File: src/rtl/xfer_width_unit.sv
module xfer_width_unit #(
  parameter int REG_W  = 32,
  parameter int HALF_W = 16
) (
  input  logic             clk,
  input  logic             rst_n,
  input  logic [1:0]       op,
  input  logic [REG_W-1:0] dst_in,
  input  logic [REG_W-1:0] src_in,
  input  logic             set_long,
  input  logic             clr_long,
  input  logic             dir_valid,
  input  logic             dir_long,
  output logic [REG_W-1:0] dst_out,
  output logic [REG_W-1:0] src_out,
  output logic             glob_long,
  output logic             eff_long
);
  localparam int HI_W = REG_W - HALF_W;
  localparam logic [1:0] OP_LOAD = 2'b01;
  localparam logic [1:0] OP_XCHG = 2'b10;

  logic glob_q, pend_q, pend_w_q;
  logic is_load, is_xchg, is_xfer;

  assign is_load  = (op == OP_LOAD);
  assign is_xchg  = (op == OP_XCHG);
  assign is_xfer  = is_load | is_xchg;
  assign glob_long = glob_q;
  assign eff_long  = pend_q ? pend_w_q : glob_q;

  always_ff @(posedge clk) begin
    if (!rst_n) begin
      glob_q   <= 1'b0;
      pend_q   <= 1'b0;
      pend_w_q <= 1'b0;
    end else begin
      if (set_long)      glob_q <= 1'b1;
      else if (clr_long) glob_q <= 1'b0;
      if (dir_valid) begin
        pend_q   <= 1'b1;
        pend_w_q <= dir_long;
      end else if (is_xfer) begin
        pend_q   <= 1'b0;
      end
    end
  end

  logic [REG_W-1:0] src_word, dst_word;
  assign src_word = {dst_in[REG_W-1 -: HI_W], src_in[HALF_W-1:0]};
  assign dst_word = {src_in[REG_W-1 -: HI_W], dst_in[HALF_W-1:0]};

  always_comb begin
    dst_out = dst_in;
    src_out = src_in;
    if (is_xfer) dst_out = eff_long ? src_in : src_word;
    if (is_xchg) src_out = eff_long ? dst_in : dst_word;
  end

  a_r2_word_xchg_hi_kept: assert property (@(posedge clk) disable iff (!rst_n)
    (is_xchg && !eff_long) |-> (dst_out[REG_W-1 -: HI_W] == dst_in[REG_W-1 -: HI_W]
      && src_out[REG_W-1 -: HI_W] == src_in[REG_W-1 -: HI_W]
      && dst_out[HALF_W-1:0] == src_in[HALF_W-1:0]
      && src_out[HALF_W-1:0] == dst_in[HALF_W-1:0]));
  a_r3_long_xchg: assert property (@(posedge clk) disable iff (!rst_n)
    (is_xchg && eff_long) |-> (dst_out == src_in && src_out == dst_in));
  a_r4_word_load: assert property (@(posedge clk) disable iff (!rst_n)
    (is_load && !eff_long) |-> (dst_out[REG_W-1 -: HI_W] == dst_in[REG_W-1 -: HI_W]
      && src_out == src_in));
  a_r8_no_xfer_pass: assert property (@(posedge clk) disable iff (!rst_n)
    !is_xfer |-> (dst_out == dst_in && src_out == src_in));
  a_r6_set_next: assert property (@(posedge clk) disable iff (!rst_n)
    set_long |=> glob_long);
  a_r6_clr_next: assert property (@(posedge clk) disable iff (!rst_n)
    (clr_long && !set_long) |=> !glob_long);
  a_r7_dir_next: assert property (@(posedge clk) disable iff (!rst_n)
    dir_valid |=> (eff_long == $past(dir_long)));
  a_r7_expire: assert property (@(posedge clk) disable iff (!rst_n)
    (is_xfer && !dir_valid) |=> (eff_long == glob_long));
endmodule

File: config.mk
export PLATFORM = sky130hd
export DESIGN_NAME = xfer_width_unit
export DESIGN_NICKNAME = d
export VERILOG_FILES = /design/src/rtl/xfer_width_unit.sv
export SDC_FILE = /design/constraint.sdc
export NUM_CORES = 1
export LEC_CHECK = 0
export ABC_AREA = 1
export BUFFER_PORTS_ARGS = -buffer_cell sky130_fd_sc_hd__buf_2
export CORE_ASPECT_RATIO = 1.75
export CORE_MARGIN = 2
export CORE_UTILIZATION = 32
export DETAILED_ROUTE_END_ITERATION = 7
export PLACE_DENSITY = 0.82
export SYNTH_ARGS = -nofsm -noshare
export SYNTH_HDL_FRONTEND = slang
export SYNTH_SLANG_ARGS = --single-unit
File: constraint.sdc
create_clock -name clk -period 1.2 [get_ports clk]
set_input_delay 0.12 -clock clk [delete_from_list [all_inputs] [get_ports clk]]
set_output_delay 0.12 -clock clk [all_outputs]
set_load 0.01 [all_outputs]
## Word level (Yosys, flattened, before mapping)

Index checks and enable logic that the tools add are counted.

| operators by class | value |
|---|---|
| eq/ne operators | 2 |
| muxes and demuxes | 9 |
| bitwise logic cells | 1 |
| reduce and logical (&&, ||, !) cells | 2 |

Operator list:

| kind | number |
|---|---|
| $mux 32 | 4 |
| $mux 1 | 5 |
| $reduce_bool 2->1 | 2 |
| $eq 2x1->1 const B | 1 |
| $eq 2x2->1 const B | 1 |
| $or 1x1->1 | 1 |

| storage, ports and cells | value |
|---|---|
| flip-flop bits (word level) | 3 |
| input bits | 72 |
| output and inout bits | 66 |

## Depth between registers and ports, before layout

Gate-level depths: netlist (run 1).

| depth | value |
|---|---|
| depth in word-level cells | 4 |
| gate-level depth with buffers | 8 |
| gate-level depth less buffers | 6 |

## Worst setup path before layout (run 1)

Ideal clock, no wire load.

| timing | value |
|---|---|
| path type | input port to output port |
| start | in op[0] |
| end | out dst_out[10] |
| data arrival time | 1.049 ns |
| setup slack | 0.031 ns |
| stages | 5 |
| cells stage by stage | inv_1 -> ha_1 -> buf_2 -> clkbuf_1 -> o21ai_0 |

| on the way | value |
|---|---|
| word-level cells in the longest chain between the ends | 3 |
| elaborated cells on any way between the ends | 4 |
| those cells by class | 2 x eq/ne; 1 x mux; 1 x bitwise |

Ends and longest elaborated chain:

| item | line | RTL |
|---|---|---|
| start, declared | 7 | `input logic [1:0] op,` |
| $eq 2x1->1 or $eq 2x2->1 (tied branches) | 26, 27 |  |
| $or 1x1->1 * | 28 | `assign is_xfer = is_load \| is_xchg;` |
| $mux 32 * | 56 | `if (is_xfer) dst_out = eff_long ? src_in : src_word;` |
| end, declared | 14 | `output logic [REG_W-1:0] dst_out,` |

Mark *: on every way between the ends. The rest lies on a longest branch, timed or not.

## Final worst setup path (run 1)

| timing | value |
|---|---|
| start | reg pend_q |
| end | out dst_out[22] |

| on the way | value |
|---|---|
| word-level cells in the longest chain between the ends | 3 |

Ends and longest elaborated chain:

| item | line | RTL |
|---|---|---|
| start, declared | 23 | `logic glob_q, pend_q, pend_w_q;` |
| start signal, assigned | 35 | `pend_q <= 1'b0;` |
| start signal, assigned | 41 | `pend_q <= 1'b1;` |
| start signal, assigned | 44 | `pend_q <= 1'b0;` |
| $mux 1 | 30 | `assign eff_long = pend_q ? pend_w_q : glob_q;` |
| $mux 32 (2 in a row) | 56 |  |

No other way between the ends.

==> reports/metrics.cfg, run 1 <==
[power_and_ir_drop]
power_density_nw_per_um2 = 672.2
leakagePower_nw = 1.272
ir_drop_mv = 0.7196
power_mw = 1.504

[run_status]
violations = setup timing
status = finished with violations

[worst_hold_path]
holdPathEnd = glob_long$_SDFFE_PN0P_
min_from = set_long
min_path_cells = 3
holdCritPathClass = in2reg

[timing]
fin_skew_ns = 0
timing.final.ws_setup_ns = -0.2191
setup_viol = 33
finalCritPeriodShare_pct = 118.3
fmax_mhz = 704.7
relSlewSlack_pct = 87.52
finalHoldViolations = 0
post-route-min-period_ns = 1.419
rsz0062_at_grt = true
final_max_slew_viol_count = 0
tightest_slew_ns = 0.1852

[placement]
portBuffers = 137
dp_hpwl_um = 3276
placed_cells = 390
gp_congestion = 0.8657
postPlaceCellArea_um2 = 1788

[layout]
finalInstanceArea_um2 = 2237
stdcell_count = 403
area_growth_pct = 113.9
final_util_pct = 71.21
antenna_cells = 0
fin_nets = 435
drive_gt1_share_pct = 58.06

[synthesis]
yosysWarnings = 0
yosysMostFrequentCell = nand2_1
synth-edff-count = 0
netlist.area_leader.share_pct = 34.81
syn_inst = 217
yosys-top-cells-area = nand2_1 35%, o21ai_0 16%, nand3_1 15%
avgSynthCellArea_um2 = 4.820
yosys_most_used_dff = dfxtp_1
synth_area_um2 = 1046
synth_top_area_cell = nand2_1
synth_cell_type_count = 17
async_flop_share_pct = 0
synth_seq_cells = 3
synth_common_cells = 97 x nand2_1, 33 x o21ai_0, 32 x nand3_1, 21 x inv_1, 7 x buf_2
ys_seq_area_share_pct = 5.742
syn-num-nets = 291

[critical_path]
worstPathCellList = inv_2 -> nand2_2 -> nand2_4 -> buf_12 -> buf_16 -> nand3_2 -> nand2_1 -> buf_2
cp_top_family = buffers and inverters
end_kind = output pin
reg2reg_slack_ns = 0.42
path_buf_inv = 4
path_max_fanout = 8
path_class = reg2out
reg2reg_depth = 4
worstSetupStartpointType = flop
reg2reg_to = glob_long$_SDFFE_PN0P_
arrival_ns = 1.30
r2r_start = glob_long$_SDFFE_PN0P_
cp_slowest_cell = dfxtp_2
required_ns = 1.08
max_stage_delay_ns = 0.32

[clock_tree]
numCtsBuffers = 3
ctsHoldBuffers = 0
insertion_delay_ns = 0.21
cts_root_buf = clkbuf_8
cts_buffer_depth = 2
cts-htree-levels = 1
cts.sinks = 3
cts_tree = done
clk_pin_slew_ns = 0.03

[floorplan]
ioPinCount = 138
num_rows = 27
dieArea_um2 = 3760
die_y_um = 79.63
die_w_um = 47.22
initial_core_util_pct = 33.29
core_area_um2 = 3142

[route]
drt_iter0_markers = 50
wirelength_um = 5063
firstDrtPassIters = 4
ant_nets = 0
wire_per_inst_um = 12.56
route.detailed.drc = 0
num_vias = 2011
viasPerCell = 4.990

[grt]
grtUsageTotal_pct = 25.61
grt_max_degree = 34
overflow = 0
antenna_found_initial = 0
grt_pass1_vias = 1798
grt_pass1_wl_um = 7376

[run]
drv_cap = 0

==> state kept, by name (all words and copies together) (netlist names) <==
| signal | cells |
|---|---|
| pend_w_q | 1 |
| pend_q | 1 |
| glob_long | 1 |
==> area by class of cell <==
class | instances | area [um^2]
sequential | 3 | 61.31
timing repair buffer | 152 | 934.6
multi-input combinational | 178 | 1054
clock buffer | 4 | 45.04
inverter | 23 | 88.84
tap | 43 | 53.80
fill | 245 | 904.6
==> layout by cell type (no fill, tap or decap), drive strengths merged <==
master    n
buf     151
nand2   102
nand3    36
o21ai    33
inv      23
clkbuf    5
nor2      3
dfxtp     3
a21oi     2
ha        2
==> through the flow <==
step	setup slack, ns	hold WS [ns]	setup TNS [ns]
after floorplan	0.03125	0.2407	0
after global placement	-0.1142	0.3332	-2.038
after detailed placement	-0.1235	0.3408	-2.163
after CTS	-0.1661	0.1181	-5.110
after global routing	-0.2978	0.1307	-7.823
final	-0.2191	0.1195	-5.949
==> per-layer routing <==
layer	routed length (um)	track usage, %	part of all wire (%)	vias to the layer above
li1	-	-	-	978
met1	1743	25.75	34	851
met2	2583	48.78	51	164
met3	612	5.204	12	18
met4	124	6.667	2.4	0
met5	0	0	0	-
==> power breakdown <==
group	internal [mW]	switching (mW)
combinational	0.495	0.605
sequential	0.108	0.00564
clock	0.226	0.0637
==> timing repair <==
action,4_1_cts,5_1_grt
buffers inserted,5,0
pin swaps,9,15
cloned,5,1
setup endpoints to repair,48,60
endpoints found under the hold margin,0,0
gates resized for setup,33,33
==> cells by family after synthesis <==
| kind of cell | share of synthesized area [%] |
|---|---|
| fa+ha+maj | 2.392 |
| compound gates | 16.75 |
| buf+inv | 17.58 |
| flops | 5.742 |
| simple gates | 57.54 |
==> worst max-delay path by stage <==
stage | startpoint | end | slack [ns] | depth (start not counted)
floorplan | op[0] | dst_out[10] | 0.03 | 5
global placement | op[0] | dst_out[21] | -0.11 | 8
detailed placement | op[0] | dst_out[23] | -0.12 | 8
CTS | pend_q$_SDFFE_PN0P_ | dst_out[16] | -0.17 | 8
global route | pend_q$_SDFFE_PN0P_ | src_out[28] | -0.30 | 7
finish | pend_q$_SDFFE_PN0P_ | dst_out[22] | -0.22 | 8
==> worst reg2reg max path, delay by kind of cell, from the launching register on <==
kind | cells | cell delay, ns
and+or+nand+nor | 3 | 0.19
buffers and inverters | 1 | 0.16
DFF | 1 | 0.31
Power figures use the tool's default switching activity.
==> inputs of run 2 (changes only) <==
--- a/config.mk
+++ b/config.mk
@@ -8,9 +8,10 @@
 export ABC_AREA = 1
 export BUFFER_PORTS_ARGS = -buffer_cell sky130_fd_sc_hd__buf_2
 export CORE_ASPECT_RATIO = 1.75
-export CORE_MARGIN = 2
+export CORE_MARGIN = 5
 export CORE_UTILIZATION = 32
 export DETAILED_ROUTE_END_ITERATION = 7
+export MAX_ROUTING_LAYER = met4
 export PLACE_DENSITY = 0.82
 export SYNTH_ARGS = -nofsm -noshare
 export SYNTH_HDL_FRONTEND = slang
==> run 2 against run 1 <==
  * The run still ends with setup timing left
  * Fmax down 1.5%
  * Count of clock-buffer cells in the layout unchanged
  * Core utilization down 2.2 points
  * Clock skew unchanged
  * Routed wire length up 11%
  * Hold slack worse by 0.0061 ns
  * Critical path depth down 1
  * Sequential power about the same
  * Largest power group unchanged
==> reports/metrics.cfg, run 2 (synthesis gave the netlist of run 1 again) <==
[critical_path]
worstSetupStartpointType = flop
path_max_fanout = 8
required_ns = 1.08
arrival_ns = 1.32
path_class = reg2out
end_kind = output pin

[timing]
finalCritPeriodShare_pct = 120.1
tightest_slew_ns = 0.1931
fin_skew_ns = 0
finalHoldViolations = 0
fmax_mhz = 693.9
setup_viol = 33
hold_slack_ns = 0.1135
timing.final.ws_setup_ns = -0.2411
post-route-min-period_ns = 1.441
final_max_slew_viol_count = 0
relSlewSlack_pct = 87.12
rsz0062_at_grt = true

[route]
wirelength_um = 5610
drt_iter0_markers = 31
wire_per_inst_um = 13.99
viasPerCell = 5.057
firstDrtPassIters = 4
route.detailed.drc = 0
ant_nets = 0
num_vias = 2028

[clock_tree]
cts_root_buf = clkbuf_8
numCtsBuffers = 3
insertion_delay_ns = 0.22
cts-htree-levels = 1
cts_buffer_depth = 2
post_cts_buffers = 0
cts_tree = done
clk_pin_slew_ns = 0.03
ctsHoldBuffers = 0
cts.sinks = 3

[layout]
final_common_cell = buf_2
seq_area_um2 = 67.56
multi_input_area_um2 = 980.9
fillers = 268
finalInstanceArea_um2 = 2168
fin_nets = 433
area_growth_pct = 107.3
antenna_cells = 0
drive_gt1_share_pct = 54.19
final_cell_mix = 134 x buf_2, 91 x nand2_1, 18 x inv_1
stdcell_count = 401

[grt]
overflow = 0
antenna_found_initial = 0
grt_pass1_vias = 1800
grt_pass1_wl_um = 7265
grt_max_degree = 34
grtUsageTotal_pct = 20.73

[placement]
gp_congestion = 0.7405
portBuffers = 137
postPlaceCellArea_um2 = 1775
placed_cells = 390
post-place-ws_ns = -0.1363
dp_hpwl_um = 3711

[power_and_ir_drop]
power_density_nw_per_um2 = 687.4
leakagePower_nw = 1.273
power_mw = 1.491
ir_drop_mv = 0.5631

[floorplan]
dieArea_um2 = 4557
num_rows = 27
die_y_um = 85.63
core_area_um2 = 3142
die_w_um = 53.22
ioPinCount = 138
initial_core_util_pct = 33.29

[run_status]
violations = setup timing
status = finished with violations

[run]
drv_cap = 0

[worst_hold_path]
holdCritPathClass = in2reg

==> run 2: final timing paths <==
kind | slack (ns) | cells after the start | end | startpoint
hold / removal | 0.11 | 3 | glob_long$_SDFFE_PN0P_ | set_long
setup / recovery | -0.24 | 7 | src_out[25] | pend_q$_SDFFE_PN0P_
setup reg to reg | 0.50 | 4 | glob_long$_SDFFE_PN0P_ | glob_long$_SDFFE_PN0P_
hold reg to reg | 0.51 | 2 | pend_w_q$_SDFFE_PN0P_ | pend_w_q$_SDFFE_PN0P_
==> run 2: what timing repair did <==
action | CTS | global route
cloned | 3 | 4
resized for setup | 17 | 49
pin swaps | 1 | 34
endpoints found under the hold margin | 0 | 0
endpoints found under the setup margin | 50 | 58
==> run 2: critical path, cell delays in order (launching register included) <==
cell       delay, ns
dfxtp_4         0.36
inv_4           0.08
nand2_4         0.06
nand2_8         0.12
clkbuf_16       0.17
nand3_1         0.11
nand2_1         0.08
buf_2           0.13
==> run 2: per-layer routing <==
| layer | GRT usage (%) | part of all wire (%) | wire length (um) |
|---|---|---|---|
| met3 | 5.739 | 13 | 742 |
| met2 | 38.44 | 50 | 2782 |
| met4 | 8.372 | 3.3 | 187 |
| met5 | - | 0 | 0 |
| met1 | 18.72 | 34 | 1898 |
==> run 2: final cells by class <==
| type | instances | area share [%] |
|---|---|---|
| multi-input cells | 178 | 45.24 |
| repair buffers | 150 | 42.87 |
| inverters | 23 | 4.212 |
| flip-flops and latches | 3 | 3.116 |
| well taps | 43 | 2.481 |
| clock buffers | 4 | 2.077 |
==> run 2: where the power goes <==
part           total (mW)  switching (mW)  internal [mW]  leakage [nW]
Clock               0.300          0.0727          0.227        0.0228
Sequential          0.117          0.0103          0.107        0.0261
Combinational        1.07           0.586          0.487          1.22
Total                1.49           0.669          0.821          1.27
==> run 2: metrics by stage <==
step | TNS [ns] | utilization [%]
3_5_place_dp | -2.997 | 56.51
5_1_grt | -7.060 | 69.02
2_1_floorplan | 0 | -
3_3_place_gp | -2.265 | 56.51
6_report | -5.236 | 69.02
4_1_cts | -4.172 | 61.45
==> inputs of run 3 (changes only) <==
--- a/config.mk
+++ b/config.mk
@@ -13,6 +13,7 @@
 export DETAILED_ROUTE_END_ITERATION = 7
 export MAX_ROUTING_LAYER = met4
 export PLACE_DENSITY = 0.82
+export SETUP_SLACK_MARGIN = 0.15
 export SYNTH_ARGS = -nofsm -noshare
 export SYNTH_HDL_FRONTEND = slang
 export SYNTH_SLANG_ARGS = --single-unit
==> run 3 against run 2 <==
  * The flow still finishes with violations (setup timing)
  * Clock skew did not move
  * Sequential cell count did not move
  * Clock power barely moved
  * Non-clock buffer count rose by 11
  * Register-to-register slack barely moved
  * Global-route usage rose by 5.0 points
  * Final area rose by 26%
  * Critical path type unchanged
  * Critical endpoint is now dst_out[28]
==> reports/metrics.cfg, run 3 (synthesis gave the netlist of run 1 again) <==
[grt]
overflow = 0
grtUsageMet3_pct = 5.391
grtUsageTotal_pct = 25.74
use_met1_pct = 26.91
grt_pass1_vias = 2109
gr-max-usage-layer = met2
antenna_found_initial = 0
grt_pass1_wl_um = 9101
grt_max_degree = 18
grtUsageMet2_pct = 45.70

[timing]
final_max_slew_viol_count = 0
rsz0062_at_grt = true
fmax_mhz = 700.0
hold_slack_ns = 0.1119
finalHoldViolations = 0
fin_skew_ns = 0
finalSetupTns_ns = -6.476
post-route-min-period_ns = 1.429
finalCritPeriodShare_pct = 119.1
setup_viol = 46
tightest_slew_ns = 0.2315
timing.final.ws_setup_ns = -0.2286
relSlewSlack_pct = 84.56

[placement]
dp_hpwl_um = 3862
post-place-ws_ns = -0.01988
placed_cells = 391
gp_congestion = 0.8273
portBuffers = 137

[clock_tree]
cts_root_buf = clkbuf_8
numCtsBuffers = 3
cts_buffer_depth = 2
insertion_delay_ns = 0.22
cts.sinks = 3
cts-htree-levels = 1
cts_tree = done
ctsHoldBuffers = 0
clk_pin_slew_ns = 0.03

[critical_path]
path_class = reg2out
arrival_ns = 1.31
required_ns = 1.08
worstPathCellList = inv_6 -> nand2_4 -> nand2_8 -> clkbuf_16 -> nand3_1 -> nand2_2 -> buf_6
cp_slowest_cell = dfxtp_4
path_max_fanout = 8
end_kind = output pin
worstSetupStartpointType = flop
max_stage_delay_ns = 0.36

[layout]
area_growth_pct = 160.4
final_cell_mix = 122 x buf_2, 54 x nand2_1, 34 x nand2_2
stdcell_count = 412
fin_nets = 444
drive_gt1_share_pct = 73.71
final_util_pct = 86.70
antenna_cells = 0
final_common_cell = buf_2

[route]
wirelength_um = 7606
viasPerCell = 5.400
ant_nets = 0
firstDrtPassIters = 5
route.detailed.drc = 0
drt_iter0_markers = 99
num_vias = 2225
wire_per_inst_um = 18.46

[run_status]
violations = setup timing
status = finished with violations

[floorplan]
die_w_um = 53.22
ioPinCount = 138
core_area_um2 = 3142
dieArea_um2 = 4557
num_rows = 27
die_y_um = 85.63
initial_core_util_pct = 33.29

[worst_hold_path]
holdCritPathClass = in2reg

[power_and_ir_drop]
ir_drop_mv = 0.5930
power_density_nw_per_um2 = 685.5
leakagePower_nw = 1.492

[run]
drv_cap = 0

[run 3: changes by cell type in the layout (fill, tap and decap cells not counted), sizes merged]
| cell | before | now |
|---|---|---|
| buf | 146 | 158 |
| clkinv | 0 | 1 |
| clkbuf | 8 | 7 |
| inv | 23 | 22 |
[run 3: stage by stage]
stage | area, um^2 | power [mW]
after floorplan | 1114 | 0.6095
after global placement | 1844 | 1.009
after detailed placement | 1844 | 1.021
after CTS | 2325 | 1.611
after global routing | 2724 | 1.962
final | 2724 | 1.867
[run 3: report_power, final]
part           switching (mW)  leakage, nW  total (mW)  internal, mW
Sequential            0.00935       0.0261       0.117         0.108
Combinational           0.775         1.44        1.45         0.678
Clock                  0.0699       0.0228       0.297         0.227
[run 3: per-layer routing]
| layer | share of wire [%] | up-vias | wire, um |
|---|---|---|---|
| met5 | 0 | - | 0 |
| met4 | 3.3 | 0 | 248 |
| met3 | 11 | 24 | 848 |
| met2 | 52 | 199 | 3958 |
| met1 | 34 | 999 | 2551 |
| li1 | - | 1003 | - |
[run 3: layout make-up]
class / instances / area [um^2]
clock buffers: 4 / 45.04
repair buffers: 161 / 1182
inverters: 23 / 108.9
well taps: 43 / 53.80
multi-input cells: 178 / 1267
flip-flops and latches: 3 / 66.31
fillers: 180 / 417.9
[run 3: worst max-delay path, delay by kind of cell, from the launching register on]
| family | cells | cell delay, ns |
|---|---|---|
| simple gates | 4 | 0.38 |
| buf+inv | 3 | 0.35 |
| flops | 1 | 0.36 |
[run 3: path summary, 6_finish.rpt]
path	from	slack, ns	end	cells past startpoint
worst max-delay path	pend_q$_SDFFE_PN0P_	-0.23	dst_out[28]	7
worst min-delay path	set_long	0.11	glob_long$_SDFFE_PN0P_	3
worst max register to register	pend_w_q$_SDFFE_PN0P_	0.49	pend_w_q$_SDFFE_PN0P_	3
worst min register to register	pend_q$_SDFFE_PN0P_	0.52	pend_q$_SDFFE_PN0P_	2
[run 3: repair_timing]
item                                    in CTS  in global routing
buffers inserted                             4                  1
gates cloned                                 9                  3
endpoints found under the setup margin      65                 65
resized for setup                           91                 73
hold endpoints to repair                     0                  0
pin swaps                                   24                 53
